==> src/rtl/mt_temper_pkg.sv <==
package mt_temper_pkg;

   localparam int unsigned TEMPER_W   = 32;
   localparam int unsigned STEP_COUNT = 4;
   localparam int unsigned MAX_STAGES = 3;

   localparam logic [TEMPER_W-1:0] MASK_B = 32'h9D2C5680;
   localparam logic [TEMPER_W-1:0] MASK_C = 32'hEFC60000;

   localparam int unsigned SHIFT_U = 11;
   localparam int unsigned SHIFT_S = 7;
   localparam int unsigned SHIFT_T = 15;
   localparam int unsigned SHIFT_L = 18;

   // Whether a pipeline register follows tempering step 'step' for a given depth.
   function automatic bit reg_after_step(input int unsigned stages, input int unsigned step);
      case (stages)
         1:       return (step == 3);
         2:       return (step == 1) || (step == 3);
         default: return (step >= 1);
      endcase
   endfunction

endpackage

==> src/rtl/mt_temper_step.sv <==
module mt_temper_step
   import mt_temper_pkg::*;
#(
   parameter int unsigned STEP_IDX = 0,
   parameter int unsigned WORD_W   = 32
) (
   input  logic              clk,
   input  logic              rst_n,
   input  logic              v_i,
   input  logic [WORD_W-1:0] y_i,
   output logic [WORD_W-1:0] y_o
);

   generate
      if (STEP_IDX == 0) begin : g_shr_u
         assign y_o = y_i ^ (y_i >> SHIFT_U);
         // Upper SHIFT_U bits are untouched by a right shift XOR
         p_top_bits_kept_r2: assert property (@(posedge clk) disable iff (!rst_n)
            v_i |-> ((y_o ^ y_i) >> (WORD_W - SHIFT_U)) == '0);
      end else if (STEP_IDX == 1) begin : g_shl_s
         assign y_o = y_i ^ ((y_i << SHIFT_S) & MASK_B);
         p_mask_b_only_r3: assert property (@(posedge clk) disable iff (!rst_n)
            v_i |-> ((y_o ^ y_i) & ~MASK_B) == '0);
      end else if (STEP_IDX == 2) begin : g_shl_t
         assign y_o = y_i ^ ((y_i << SHIFT_T) & MASK_C);
         p_mask_c_only_r4: assert property (@(posedge clk) disable iff (!rst_n)
            v_i |-> ((y_o ^ y_i) & ~MASK_C) == '0);
      end else begin : g_shr_l
         assign y_o = y_i ^ (y_i >> SHIFT_L);
         p_top_bits_kept_r5: assert property (@(posedge clk) disable iff (!rst_n)
            v_i |-> ((y_o ^ y_i) >> (WORD_W - SHIFT_L)) == '0);
      end
   endgenerate

endmodule

==> src/rtl/mt_temper_stage.sv <==
module mt_temper_stage #(
   parameter int unsigned WORD_W = 32
) (
   input  logic              clk,
   input  logic              rst_n,
   input  logic              v_d,
   input  logic [WORD_W-1:0] y_d,
   output logic              v_q,
   output logic [WORD_W-1:0] y_q
);

   always_ff @(posedge clk or negedge rst_n) begin
      if (!rst_n) v_q <= 1'b0;
      else        v_q <= v_d;
   end

   // Data carries no reset: it is qualified by v_q.
   always_ff @(posedge clk) begin
      y_q <= y_d;
   end

   p_valid_follow_r6: assert property (@(posedge clk) disable iff (!rst_n)
      1'b1 |=> (v_q == $past(v_d)));

endmodule

==> src/rtl/mt_temper_pipe.sv <==
module mt_temper_pipe
   import mt_temper_pkg::*;
#(
   parameter int unsigned WORD_W     = 32,
   parameter int unsigned NUM_STAGES = 3
) (
   input  logic              clk,
   input  logic              rst_n,
   input  logic              in_valid_i,
   input  logic [WORD_W-1:0] in_word_i,
   output logic              out_valid_o,
   output logic [WORD_W-1:0] out_word_o
);

   localparam int unsigned NSTEP = STEP_COUNT;

   // elaboration-time legality checks
   generate
      if (WORD_W != TEMPER_W) begin : g_bad_width
         $error("mt_temper_pipe: WORD_W must be %0d", TEMPER_W);
      end
      if (NUM_STAGES < 1 || NUM_STAGES > MAX_STAGES) begin : g_bad_depth
         $error("mt_temper_pipe: NUM_STAGES must be 1..%0d", MAX_STAGES);
      end
   endgenerate

   logic              chain_v [NSTEP+1];
   logic [WORD_W-1:0] chain_y [NSTEP+1];

   assign chain_v[0] = in_valid_i;
   assign chain_y[0] = in_word_i;

   generate
      for (genvar k = 0; k < NSTEP; k++) begin : g_step
         logic [WORD_W-1:0] stepped;

         mt_temper_step #(.STEP_IDX(k), .WORD_W(WORD_W)) u_step (
            .clk   (clk),
            .rst_n (rst_n),
            .v_i   (chain_v[k]),
            .y_i   (chain_y[k]),
            .y_o   (stepped)
         );

         if (reg_after_step(NUM_STAGES, k)) begin : g_reg
            mt_temper_stage #(.WORD_W(WORD_W)) u_stage (
               .clk   (clk),
               .rst_n (rst_n),
               .v_d   (chain_v[k]),
               .y_d   (stepped),
               .v_q   (chain_v[k+1]),
               .y_q   (chain_y[k+1])
            );
         end else begin : g_wire
            assign chain_v[k+1] = chain_v[k];
            assign chain_y[k+1] = stepped;
         end
      end
   endgenerate

   assign out_valid_o = chain_v[NSTEP];
   assign out_word_o  = chain_y[NSTEP];

   // reset holds the output valid low (checked without disable)
   p_reset_clears_r8: assert property (@(posedge clk)
      !rst_n |-> !out_valid_o);

endmodule

==> config.mk <==
export PLATFORM = sky130hd
export DESIGN_NAME = mt_temper_pipe
export DESIGN_NICKNAME = d
export VERILOG_FILES = /design/src/rtl/mt_temper_pkg.sv /design/src/rtl/mt_temper_step.sv /design/src/rtl/mt_temper_stage.sv /design/src/rtl/mt_temper_pipe.sv
export SDC_FILE = /design/constraint.sdc
export NUM_CORES = 1
export LEC_CHECK = 0
export BUFFER_PORTS_ARGS = -buffer_cell sky130_fd_sc_hd__buf_4
export CAP_MARGIN = 10
export CORE_UTILIZATION = 25
export CTS_CLUSTER_SIZE = 14
export DETAILED_ROUTE_END_ITERATION = 7
export PLACE_DENSITY_LB_ADDON = 0.1
export SLEW_MARGIN = 0
export SYNTH_ARGS = -nofsm -noshare
export SYNTH_HDL_FRONTEND = slang
export SYNTH_SLANG_ARGS = --single-unit
==> constraint.sdc <==
create_clock -name clk -period 0.86 [get_ports clk]
set_clock_uncertainty 0.2 [all_clocks]
set_input_delay 0.129 -clock clk [delete_from_list [all_inputs] [get_ports clk]]
set_output_delay 0.129 -clock clk [all_outputs]
set_load 0.02 [all_outputs]
==> impl_metrics.py <==
metrics = {
    "run_status": {
        "status": "finished with violations",
        "violations": "hold timing, setup timing",
    },
    "power": {
        "total_power_w": 0.01093,
        "clock_power_share_pct": 26.2,
        "p_seq_share_pct": 55.0,
        "power_leakage_nw": 1.594,
        "switching_share_pct": 25.40,
        "powerDensity_mw_per_mm2": 2969,
        "switching_power_w": 0.002776,
        "peakVddDrop_mv": 1.033,
        "p_comb_share_pct": 18.8,
        "p_int_w": 0.008152,
    },
    "sta": {
        "tightest_slew_ns": 0.3489,
        "fin_tns_setup_ns": -10.13,
        "holdWs_ns": -0.2967,
        "setup_viol": 39,
        "fin_ws_ns": -0.3176,
        "period_share_pct": 136.9,
        "hold_viol": 31,
        "slew_violations": 0,
        "maxSlewHeadroom_pct": 76.57,
        "finalCriticalPeriod_ns": 1.178,
        "rsz0062_at_grt": "true",
        "fmax_mhz": 849.2,
    },
    "die": {
        "die_y_um": 107.0,
        "die_w_um": 107.0,
        "core.rowCount": 37,
        "io_pins": 68,
        "coreArea_mm2": 0.01051,
        "start_util_pct": 26.21,
        "die-area_mm2": 0.01144,
    },
    "synth": {
        "synthCells": 190,
        "synth.area.top_cells": "dfxtp_1, xor2_1, buf_4, xnor2_1, dfrtp_1",
        "synth-seq-cells": 99,
        "synth_ff_type": "dfxtp_1",
        "synthArstFlopShare_pct": 3.030,
        "synth_most_common_cell": "dfxtp_1",
        "synth_cell_types": 5,
        "yosys_warnings": 0,
        "synth_edf_count": 0,
        "netlist_top_cells_count": "dfxtp_1, xor2_1, buf_4, xnor2_1, dfrtp_1",
        "ys_seq_area_share_pct": 72.51,
        "synth_largest_area_cell": "dfxtp_1",
        "syn-num-nets": 225,
        "synth_top_area_share_pct": 69.79,
        "netlist_area_mm2": 0.002754,
        "syn-mean-instance-area_um2": 14.49,
    },
    "cells_and_area": {
        "drive_gt1_share_pct": 48.43,
        "final_area_mm2": 0.003681,
        "final_util_pct": 35.03,
        "syn2layout_area_growth_pct": 33.67,
        "antenna_cells": 0,
        "final_nets": 284,
    },
    "placed_design": {
        "gp_congestion": 0.6241,
        "placed_area_mm2": 0.003239,
        "io_buffer_count": 67,
        "place_ws_ns": -0.1449,
        "hpwl_mm": 2.805,
    },
    "grt": {
        "antenna_found_initial": 0,
        "grt_pass1_wl_mm": 6.361,
        "gr-total-overflow": 0,
        "grt_max_degree": 16,
        "track_usage_pct": 7.667,
        "grt_pass1_vias": 1363,
    },
    "route": {
        "wl_met3_um": 276,
        "postRouteAntennaNets": 0,
        "routed-via-count": 1294,
        "drt_iter0_drc": 24,
        "wl_per_cell_um": 9.979,
        "topRoutingLayerUsed": "met4",
        "avgViaCountPerCell": 3.318,
        "dr_wl_met2_mm": 1.877,
        "drcViolationCount": 0,
        "dr.pass1.iters": 2,
        "wl_met1_mm": 1.634,
        "routed_wl_mm": 3.892,
    },
    "setup_path": {
        "max_stage_delay_ns": 0.38,
        "cp-start-kind": "flip-flop",
        "critical_path.n_buffers_inverters": 1,
        "crit_path_end_kind": "output port",
        "path_class": "flip-flop to output port",
        "crit_slowest_cell": "dfrtp_1",
        "crit_family": "flip-flops",
        "required_ns": 0.53,
        "crit_path_max_fanout": 1,
        "worst_ep_arrival_time_ns": 0.85,
        "cp_cell_sequence": "buf_6",
    },
    "clocking": {
        "clock_sinks": 99,
        "clkTransAtPathRegs_ns": 0.08,
        "root_buffer": "clkbuf_8",
        "tritoncts": "done",
        "cts_made_buffers": 9,
        "clockBufferDepth": 2,
        "ctsHtreeMaxLevel": 3,
        "clock_latency_ns": 0.34,
    },
    "min_path": {
        "hold_path_class": "input pin to flip-flop",
    },
    "run": {
        "maxCapViolCount": 0,
    },
}
[power by group through the flow]
stage	combinational [W]	sequential, W	clock, W
final	0.00205	0.00601	0.00286
after global routing	0.00218	0.00613	0.00321
after CTS	0.00208	0.00605	0.00304
after detailed placement	0.00179	0.00598	0
after global placement	0.00179	0.00598	0
after floorplan	0.00149	0.00584	0
[stage by stage]
stage | hold slack (ns) | cells
2_1_floorplan | -0.3666 | 190
3_3_place_gp | -0.2806 | 368
3_5_place_dp | -0.2805 | 368
4_1_cts | -0.3252 | 390
5_1_grt | -0.3325 | 390
6_report | -0.2967 | 390
[kinds of logic after synthesis]
group	share of synthesized area [%]
flip-flops	72.51
XOR/XNOR	18.76
buffers and inverters	8.723
[routing by layer]
layer	GRT usage [%]	vias to the layer above
li1	-	661
met1	8.615	582
met2	11.38	40
met3	3.708	11
met4	5.284	0
met5	0	-
[repair_timing]
item | CTS | global route
resized for setup | 65 | 3
endpoints found under the setup margin | 33 | 39
buffers inserted | 0 | 0
pin swaps | 0 | 4
endpoints found under the hold margin | 36 | 35
hold buffers | 6 | 4
[path summary, 6_finish.rpt]
kind	from	to	slack (ns)	cells after the start
max	g_step[3].g_reg.u_stage.v_q$_DFF_PN0_	out_valid_o	-0.32	1
min	in_word_i[30]	g_step[1].g_reg.u_stage.y_q[30]$_DFF_P_	-0.30	1
max reg2reg	g_step[1].g_reg.u_stage.y_q[14]$_DFF_P_	g_step[2].g_reg.u_stage.y_q[29]$_DFF_P_	0.06	1
min reg2reg	g_step[2].g_reg.u_stage.y_q[16]$_DFF_P_	g_step[3].g_reg.u_stage.y_q[16]$_DFF_P_	0.12	0
max in group asynchronous	rst_n	g_step[1].g_reg.u_stage.v_q$_DFF_PN0_	0.47	2
min in group asynchronous	rst_n	g_step[3].g_reg.u_stage.v_q$_DFF_PN0_	-0.10	2
[registers in the layout, summed over array words and instances (netlist names)]
name                      cells
g_step.g_reg.u_stage.y_q     96
g_step.g_reg.u_stage.v_q      3
[layout make-up]
| cell class | count | area (µm²) |
|---|---|---|
| Sequential cell | 99 | 2037 |
| Timing Repair Buffer | 80 | 739.5 |
| Clock inverter | 4 | 50.05 |
| Clock buffer | 12 | 145.1 |
| Fill cell | 1041 | 6828 |
| Tap cell | 136 | 170.2 |
| Multi-Input combinational cell | 59 | 539.3 |
[cell usage in the layout, fill, tap and decap left out, types with 2 or more instances in the layout]
cell	count
dfxtp_1	64
xor2_1	44
buf_4	41
buf_6	33
dfxtp_2	32
xnor2_1	12
clkbuf_8	10
dlygate4sd3_1	6
dfrtp_1	3
xnor2_2	2
clkbuf_1	2
clkinvlp_4	2
Note: power is estimated with default switching activity, not from simulation.
